## src/rtl/ovs_pkg.sv

```systemverilog
package ovs_pkg;
  parameter int SMP_W  = 10;
  parameter int CODE_W = 3;
  parameter int RES_W  = 16;
endpackage

```

## src/rtl/ovs_ctrl.sv

```systemverilog
module ovs_ctrl #(
  parameter int CODE_W = 3,
  parameter int IDX_W  = (1 << CODE_W) - 1
) (
  input  logic              clk_i,
  input  logic              rst_ni,
  input  logic              valid_i,
  input  logic [CODE_W-1:0] code_i,
  input  logic              chop_i,
  output logic              sign_o,
  output logic              last_o,
  output logic [CODE_W-1:0] shift_o
);
  logic [IDX_W-1:0]  cnt_q;
  logic [CODE_W-1:0] code_q, eff_code;
  logic              chop_q, eff_chop, sign_q, first;
  logic [IDX_W:0]    grp_n;

  assign first    = (cnt_q == '0);
  assign eff_code = first ? code_i : code_q;
  assign eff_chop = first ? chop_i : chop_q;
  // chopper needs a pair even at code 0
  assign shift_o  = (eff_code == '0 && eff_chop) ? CODE_W'(1) : eff_code;
  assign grp_n    = (IDX_W+1)'(1) << shift_o;
  assign last_o   = (({1'b0, cnt_q} + (IDX_W+1)'(1)) == grp_n);
  assign sign_o   = sign_q;

  always_ff @(posedge clk_i or negedge rst_ni) begin
    if (!rst_ni) begin
      cnt_q  <= '0;
      code_q <= '0;
      chop_q <= 1'b0;
      sign_q <= 1'b0;
    end else if (valid_i) begin
      if (first) begin
        code_q <= code_i;
        chop_q <= chop_i;
      end
      if (last_o) begin
        cnt_q  <= '0;
        sign_q <= 1'b0;
      end else begin
        cnt_q  <= cnt_q + IDX_W'(1);
        sign_q <= eff_chop & ~sign_q;
      end
    end
  end
endmodule

```

## src/rtl/ovs_accum.sv

```systemverilog
module ovs_accum #(
  parameter int SMP_W = 10,
  parameter int SUM_W = 17
) (
  input  logic             clk_i,
  input  logic             rst_ni,
  input  logic             valid_i,
  input  logic             last_i,
  input  logic             sign_i,
  input  logic             mute_i,
  input  logic [SMP_W-1:0] data_i,
  output logic [SUM_W-1:0] sum_o
);
  localparam logic [SMP_W-1:0] MID  = SMP_W'(1) << (SMP_W - 1);
  localparam logic [SMP_W-1:0] FULL = '1;

  logic [SUM_W-1:0] acc_q;
  logic [SMP_W-1:0] raw, cond;

  assign raw   = mute_i ? MID : data_i;
  assign cond  = sign_i ? FULL - raw : raw;
  assign sum_o = acc_q + SUM_W'(cond);

  always_ff @(posedge clk_i or negedge rst_ni) begin
    if (!rst_ni)      acc_q <= '0;
    else if (valid_i) acc_q <= last_i ? '0 : sum_o;
  end
endmodule

```

## src/rtl/ovs_result.sv

```systemverilog
module ovs_result #(
  parameter int SUM_W  = 17,
  parameter int RES_W  = 16,
  parameter int EXTRA  = 6,
  parameter int CODE_W = 3
) (
  input  logic              clk_i,
  input  logic              rst_ni,
  input  logic              fire_i,
  input  logic [CODE_W-1:0] shift_i,
  input  logic [SUM_W-1:0]  sum_i,
  output logic [RES_W-1:0]  result_o,
  output logic              done_o
);
  logic [SUM_W+EXTRA-1:0] wide;

  // left-justify: scale by 2^EXTRA, divide by group size
  assign wide = {sum_i, {EXTRA{1'b0}}} >> shift_i;

  always_ff @(posedge clk_i or negedge rst_ni) begin
    if (!rst_ni) begin
      result_o <= '0;
      done_o   <= 1'b0;
    end else begin
      done_o <= fire_i;
      if (fire_i) result_o <= wide[RES_W-1:0];
    end
  end
endmodule

```

## src/rtl/ovs_chop_accum.sv

```systemverilog
module ovs_chop_accum
  import ovs_pkg::*;
#(
  parameter int SW = SMP_W,
  parameter int CW = CODE_W,
  parameter int RW = RES_W
) (
  input  logic          clk_i,
  input  logic          rst_ni,
  input  logic          smp_valid_i,
  input  logic [SW-1:0] smp_data_i,
  input  logic [CW-1:0] cnt_code_i,
  input  logic          chop_en_i,
  input  logic          single_ended_i,
  input  logic          mute_i,
  output logic          sign_o,
  output logic          trim_pos_o,
  output logic          trim_neg_o,
  output logic [RW-1:0] result_o,
  output logic          done_o
);
  localparam int IDX_W = (1 << CW) - 1;
  localparam int SUM_W = SW + IDX_W;
  localparam int EXTRA = RW - SW;

  logic          last;
  logic [CW-1:0] shift;
  logic [SUM_W-1:0] sum;

  ovs_ctrl #(.CODE_W(CW), .IDX_W(IDX_W)) u_ctrl (
    .clk_i, .rst_ni,
    .valid_i (smp_valid_i),
    .code_i  (cnt_code_i),
    .chop_i  (chop_en_i),
    .sign_o  (sign_o),
    .last_o  (last),
    .shift_o (shift)
  );

  ovs_accum #(.SMP_W(SW), .SUM_W(SUM_W)) u_accum (
    .clk_i, .rst_ni,
    .valid_i (smp_valid_i),
    .last_i  (last),
    .sign_i  (sign_o),
    .mute_i  (mute_i),
    .data_i  (smp_data_i),
    .sum_o   (sum)
  );

  ovs_result #(.SUM_W(SUM_W), .RES_W(RW), .EXTRA(EXTRA), .CODE_W(CW)) u_result (
    .clk_i, .rst_ni,
    .fire_i   (smp_valid_i & last),
    .shift_i  (shift),
    .sum_i    (sum),
    .result_o (result_o),
    .done_o   (done_o)
  );

  assign trim_pos_o = ~single_ended_i | ~sign_o;
  assign trim_neg_o = ~single_ended_i |  sign_o;
endmodule

```

## config.mk

```make
export PLATFORM = sky130hd
export DESIGN_NAME = ovs_chop_accum
export DESIGN_NICKNAME = d
export VERILOG_FILES = /design/src/rtl/ovs_pkg.sv /design/src/rtl/ovs_ctrl.sv /design/src/rtl/ovs_accum.sv /design/src/rtl/ovs_result.sv /design/src/rtl/ovs_chop_accum.sv
export SDC_FILE = /design/constraint.sdc
export NUM_CORES = 1
export LEC_CHECK = 0
export ABC_CLOCK_PERIOD_IN_PS = 3900
export CORE_MARGIN = 3
export CORE_UTILIZATION = 59
export CTS_CLUSTER_DIAMETER = 80
export CTS_CLUSTER_SIZE = 40
export DETAILED_ROUTE_END_ITERATION = 8
export DONT_BUFFER_PORTS = 1
export GPL_TIMING_DRIVEN = 0
export PLACE_DENSITY = 0.78
export SYNTH_ARGS = -nofsm -noshare
export SYNTH_HDL_FRONTEND = slang
export SYNTH_HIERARCHICAL = 1
export SYNTH_SLANG_ARGS = --single-unit
```

## constraint.sdc

```tcl
create_clock -name clk_i -period 3.9 [get_ports clk_i]
set_input_delay 0.78 -clock clk_i [delete_from_list [all_inputs] [get_ports clk_i]]
set_output_delay 0.78 -clock clk_i [all_outputs]
set_load 0.05 [all_outputs]
```

# Word-level counts from Yosys, hierarchy flattened

Index checks and enable logic that the tools add are counted.

Memories: 0
Bits in read-only memories: 0
Bits in registers: 46
Bits in latches: 0
Bits in writable memories: 0
Word-level logic and storage cells: 31

Divide/modulo/power cells: 0
Magnitude comparators: 0
$add $sub $neg: 4
Reductions and logical operators: 3
Equal/unequal tests: 1
Multipliers: 0
Multiplexer cells: 8
Bitwise gates (word level): 6
Shifts and indexed selects: 2

Operators with widths:

| cell                     | count |
|---|---|
| $shr A23 B3 Y16          | 1 |
| $mux W10                 | 2 |
| $add A17 B10 Y17         | 1 |
| $mux W17                 | 1 |
| $sub A10 B10 Y10 const A | 1 |
| $add A7 B1 Y8 const B    | 1 |
| $eq A8 B8 Y1             | 1 |
| $shl A1 B3 Y8 const A    | 1 |
| $add A7 B1 Y7 const B    | 1 |
| $logic_not A7 Y1         | 1 |
| $mux W7                  | 1 |
| $mux W3                  | 2 |
| $logic_not A3 Y1         | 1 |
| $and A1 B1 Y1            | 2 |
| $mux W1                  | 2 |
| $not A1 Y1               | 2 |
| $or A1 B1 Y1             | 2 |
| $logic_and A1 B1 Y1      | 1 |

# Logic depth before layout (Yosys ltp)

Depth in word-level cells: 8
Mapped depth: 14

# Hierarchy

The synthesis kept the hierarchy.

Modules (own cells, without submodules):

| module         | seq. area each (µm²) | instances | cells an instance | area an instance (µm²) |
|---|---|---|---|---|
| ovs_accum      | 425.4                | 1         | 176               | 1,615.3 |
| ovs_result     | 425.4                | 1         | 110               | 1,183.6 |
| ovs_ctrl       | 300.3                | 1         | 134               | 1,123.6 |
| ovs_chop_accum | 0.0                  | 1         | 3                 | 16.3 |

# Worst setup path before layout

Ideal clock, no wire load.

Path kind: input to register
Start: in cnt_code_i[0]
End: reg u_result.result_o[1]
Arrival: 3.580 ns
Cell stages on the path: 11
Setup slack: 0.237 ns
Library setup time: 0.082 ns
Buffers on the path: 2
Data required time: 3.818 ns
Path through: or3b_2 > mux4_1 > nand2_1 > o311ai_0 > a2111oi_4 > and2_1 > and2_1 > clkbuf_8 > clkbuf_1 > nand2_1 > o22ai_1

Word-level cells in the longest chain between the ends: 7
Elaborated cells on any way between the ends: 8
Classes of those cells: eq/ne: 1; shift: 2; mux: 2; bitwise: 1; reduce/logical: 2

Ends and longest elaborated chain:

| item                 | line                 | text |
|---|---|---|
| from (decl)          | ovs_chop_accum.sv:12 | `input logic [CW-1:0] cnt_code_i,` |
| $mux W3 (*)          | ovs_ctrl.sv:20       | `assign eff_code = first ? code_i : code_q;` |
| $logic_not A3 Y1     | ovs_ctrl.sv:23       | `assign shift_o = (eff_code == '0 && eff_chop) ? CODE_W'(1) : eff_code;` |
| $logic_and A1 B1 Y1  | ovs_ctrl.sv:23       |  |
| $mux W3 (*)          | ovs_ctrl.sv:23       |  |
| $shl A1 B3 Y8 (*)    | ovs_ctrl.sv:24       | `assign grp_n = (IDX_W+1)'(1) << shift_o;` |
| $eq A8 B8 Y1 (*)     | ovs_ctrl.sv:25       | `assign last_o = (({1'b0, cnt_q} + (IDX_W+1)'(1)) == grp_n);` |
| named net last       | ovs_chop_accum.sv:26 | `logic last;` |
| $and A1 B1 Y1 (*)    | ovs_chop_accum.sv:52 | `.fire_i (smp_valid_i & last),` |
| to (signal assigned) | ovs_result.sv:26     | `if (fire_i) result_o <= wide[RES_W-1:0];` |
| to (decl)            | ovs_result.sv:12     | `output logic [RES_W-1:0] result_o,` |

Mark *: on every way through the listed nets, which the timed path passes. The rest lies on a longest branch.
A chain may end at the register's enable or synchronous reset.

# Final worst setup path

Start: reg u_ctrl.sign_q (netlist: u_ctrl/sign_o)
End: reg u_result.result_o[10]

Word-level cells in the longest chain between the ends: 3

Ends and longest elaborated chain:

| item                   | line                 | text |
|---|---|---|
| from (decl)            | ovs_ctrl.sv:16       | `logic chop_q, eff_chop, sign_q, first;` |
| from (signal assigned) | ovs_ctrl.sv:44       | `sign_q <= eff_chop & ~sign_q;` |
| $mux W10               | ovs_accum.sv:21      | `assign cond = sign_i ? FULL - raw : raw;` |
| $add A17 B10 Y17       | ovs_accum.sv:22      | `assign sum_o = acc_q + SUM_W'(cond);` |
| named net sum[10]      | ovs_chop_accum.sv:28 | `logic [SUM_W-1:0] sum;` |
| $shr A23 B3 Y16        | ovs_result.sv:18     | `assign wide = {sum_i, {EXTRA{1'b0}}} >> shift_i;` |

The timed path passes the listed nets, and every way through them passes these cells.

==> impl_results.md <==
* Outcome: completed
* Leak at 1.798 nW
* CTS tree: done
* Unrepaired setup endpoints after global routing: no
* Final core occ at 0.6478
* Io pins at 39
* Vias in the first global route at 3,104
* FF+latch count, synth at 46
* Hold Crit Class: primary input to asynchronous set/reset pin
* Drt via density at 6.575
* Async SR Flop Fraction at 1.000
* Critical Path Fanout Max at 10
* Critical path, cell by cell: clkbuf_4 > xnor2_1 > ha_1 > inv_1 > fa_1 > and2b_1 > o2111ai_2 > a31oi_2 > o31a_1 > xnor2_1 > mux2i_1 > a22oi_1 > a31o_2
* Adder-cell area share of the yosys netlist at 0.04320
* Seq/Total Area, Yosys at 0.2922
* Largest family of logic cells by synthesized area: compound AO/OA/AOI/OAI gates
* Clk buf depth at 2
* Syn. warnings at 6
* Post-DP Area at 4035 um2
* Placer Congestion at 0.8951
* Total GRT Usage at 0.2452
* Share of layout cells above drive strength 1 at 0.1671
* Mapped Cells at 423
* Post-Synth Simple-Gate Area at 0.2030
* Reg2Reg Launch Point: u_ctrl/sign_o
* Post-synth EDFFs at 0
* Internal power at 1.779 mW
* Clock latency on the worst-skew pair at 310 ps
* Compound-Gate Fraction of Synth Area at 0.2522
* Syn Nets at 455
* Fin. max-slew vios at 0
* Cell Area, Synth at 3939 um2
* DP Wirelength at 6991 um
* CP Launch Type: register
* Crit-path slowest cell: dfrtp_2
* Commonest register cell after synthesis: dfrtp_1
* Largest net degree at the start of global routing at 47
* Clk slew on worst S/H paths at 100 ps
* Switching share of power at 0.5282
* Grt total ovfl at 0
* Final Non-Filler Cells at 508
* R2r endpoint: u_result/result_o[10]
* Largest area contributor in the netlist: dfrtp_1
* CP dominant cell by count: xnor2_1
* Switch Pwr at 1.992 mW
* DRC errors left at 0
* Routed Antenna Nets at 0
* Ranking of synthesized cells by area: dfrtp_1 29%, mux2i_1 5.1%, xnor2_1 4.7%
* Mux cell area share after synthesis at 0.09943
* Synth cell count leaders: 46 x dfrtp_1, 27 x nand2_1, 25 x nor2b_1
* Total power draw at 3.772 mW
* Reg2Reg Depth at 13
* Clock Power Share at 0.082
* VDD IR max at 0.5824 mV
* Crit. End Element: register
* H-tree depth at 2
* First-pass GRT wire length at 15,100 um
* Worst EP arrival at 3930 ps
* Critical Path Max Stage Delay at 570 ps
* Final-report hold violation count at 0
* Initial DRC count at 285
* Peak Freq at 0.2683 GHz
* Layout Nets at 462
* Initial core utilization at 0.6133
* Vias at 3,340
* Average cell area after synthesis at 9.312 um2
* Initial antenna violation count at 0
* Synth cell types at 77
* Chip height at 87.71 um
* Final Skew at 13.44 ps
* Core ar. at 6422 um2
* Most numerous cell in the Yosys netlist: dfrtp_1
* Flop pwr share at 0.286
* TritonCTS Buffers at 5
* Port buffer count at 0
* Comb power frac at 0.632
* Final setup viols at 0
* Slew margin rel. at 0.4296
* Crit path kind: register to register
* Top cell type's share of synthesized area at 0.2922
* Row count at 29
* DIE WIDTH at 87.71 um
* Synth-to-layout area growth at 5.623%
* Final min period at 3727 ps
* Clk sink count at 46
* DIE AREA at 7692 um2
* R2R setup slack at 170 ps
* WL final at 9470 um
* Pwr dens at 906.6 nW/um2
* Placed Cells at 500
* Filler instances at 554
* Drt pass-1 iters at 5
* Worst slew pin tran at 850.4 ps
* Period utilisation layout at 0.9555
* Layout Cell Area excl Fill at 4160 um2
* Root cell of the clock tree: clkbuf_8
* Synth Area in XOR/XNOR at 0.05781
* DR WL/cell at 18.64 um
* Max_cap viols at 0
* Diodes inserted at 0
* Worst endpoint required time at 4110 ps
-- worst max-delay path by stage --
| stage | from | endpoint | slack (ps) | depth (start not counted) |
|---|---|---|---|---|
| after floorplan | cnt_code_i[0] | u_result/result_o[1] | 240 | 11 |
| after global placement | u_ctrl/cnt_q[0] | u_result/result_o[1] | -360 | 14 |
| after detailed placement | u_ctrl/cnt_q[0] | u_result/result_o[0] | -530 | 14 |
| after CTS | u_ctrl/cnt_q[0] | u_result/result_o[0] | 40 | 14 |
| after global routing | u_ctrl/cnt_q[1] | u_result/result_o[0] | 20 | 14 |
| final | u_ctrl/sign_o | u_result/result_o[10] | 170 | 13 |
-- logic make-up (layout without fill, tap and decap cells) --
logic type / Yosys count / count (layout)
and+or+nand+nor: 141 / 141
adders and majority gates: 13 / 13
muxes: 32 / 32
DFF: 46 / 46
AOI/OAI and AO/OA: 126 / 126
xor gates and xnor gates: 26 / 26
buffers and inverters: 39 / 47
-- state kept, by name (all words and copies together), names as in the netlist --
register and count:
u_ctrl/sign_o 1, u_result/done_o 1, u_ctrl/chop_q 1, u_ctrl/code_q 3
u_ctrl/cnt_q 7, u_result/result_o 16, u_accum/acc_q 17
-- power by group through the flow --
stage	Clock [mW]	Sequential [mW]	Combinational [mW]
after global placement	0	1.05	2.24
final	0.309	1.08	2.38
after detailed placement	0	1.06	2.32
after floorplan	0	1.01	1.87
after global routing	0.337	1.11	2.58
after CTS	0.319	1.06	2.34
-- metal layers --
layer	vias up	share of wire	GRT usage
met5	-	0	0
met2	134	0.47	0.4041
met1	1603	0.47	0.3474
met4	0	0.0048	0.04184
met3	4	0.057	0.03575
li1	1599	-	-
-- final cells by class --
type                    instances  area (um2)  area share
multi-input cells             338        2604      0.6259
repair buffers                  1       7.507    0.001805
well taps                      77       96.34     0.02316
flip-flops and latches         46        1152      0.2770
plain buffers                  21       142.6     0.03429
inverters                      17       63.81     0.01534
clock inverters                 3       25.02    0.006015
clock buffers                   5       68.82     0.01654
-- worst max-delay path, delay by kind of cell (launching register included) --
kind / cells / cell delay, ps
multiplexers: 1 / 340
flip-flops: 1 / 570
AND/OR/NAND/NOR: 1 / 250
XOR/XNOR: 2 / 300
buffers and inverters: 2 / 390
adder cells (fa/ha/maj): 2 / 600
AO/OA/AOI/OAI: 5 / 1160
-- cells in the final DEF (no fill, tap or decap), types with 3 or more instances in the layout --
cell / instances
dfrtp_1: 45
nand2_1: 26
nor2b_1: 25
nor2_1: 22
xnor2_1: 21
a22oi_1: 21
mux2i_1: 20
inv_1: 17
a21oi_1: 17
a31o_2: 17
nand2b_1: 16
o21ai_0: 13
ha_1: 12
nand3_1: 11
clkbuf_1: 10
clkbuf_8: 8
mux2_2: 7
nor3_1: 5
xor2_1: 5
and3_1: 4
or2_2: 4
a31oi_1: 4
o21a_1: 3
o21ai_1: 3
nand4_1: 3
and2_1: 3
o2111a_1: 3
a211oi_1: 3
or3_1: 3
buf_6: 3
o31ai_1: 3
o2111ai_1: 3
o22ai_1: 3
-- per-stage QoR --
stage                     worst slack, ps  hold slack (ps)  TNS, ps
after global placement             -360.2            485.5    -4103
after global routing                18.67            130.0        0
after floorplan                     237.4            484.4        0
after CTS                           37.67            142.5        0
after detailed placement           -534.7            485.7    -6705
final                               173.4            160.3        0
-- timing repair --
action / CTS / global route
endpoints found under the setup margin: 30 / 17
hold endpoints to repair: 0 / 0
gates resized for setup: 5 / 6
hold buffers: 0 / 0
pin swaps: 1 / 0
cloned: 0 / 0
buffers inserted: 1 / 0
Power figures use the tool's default switching activity.
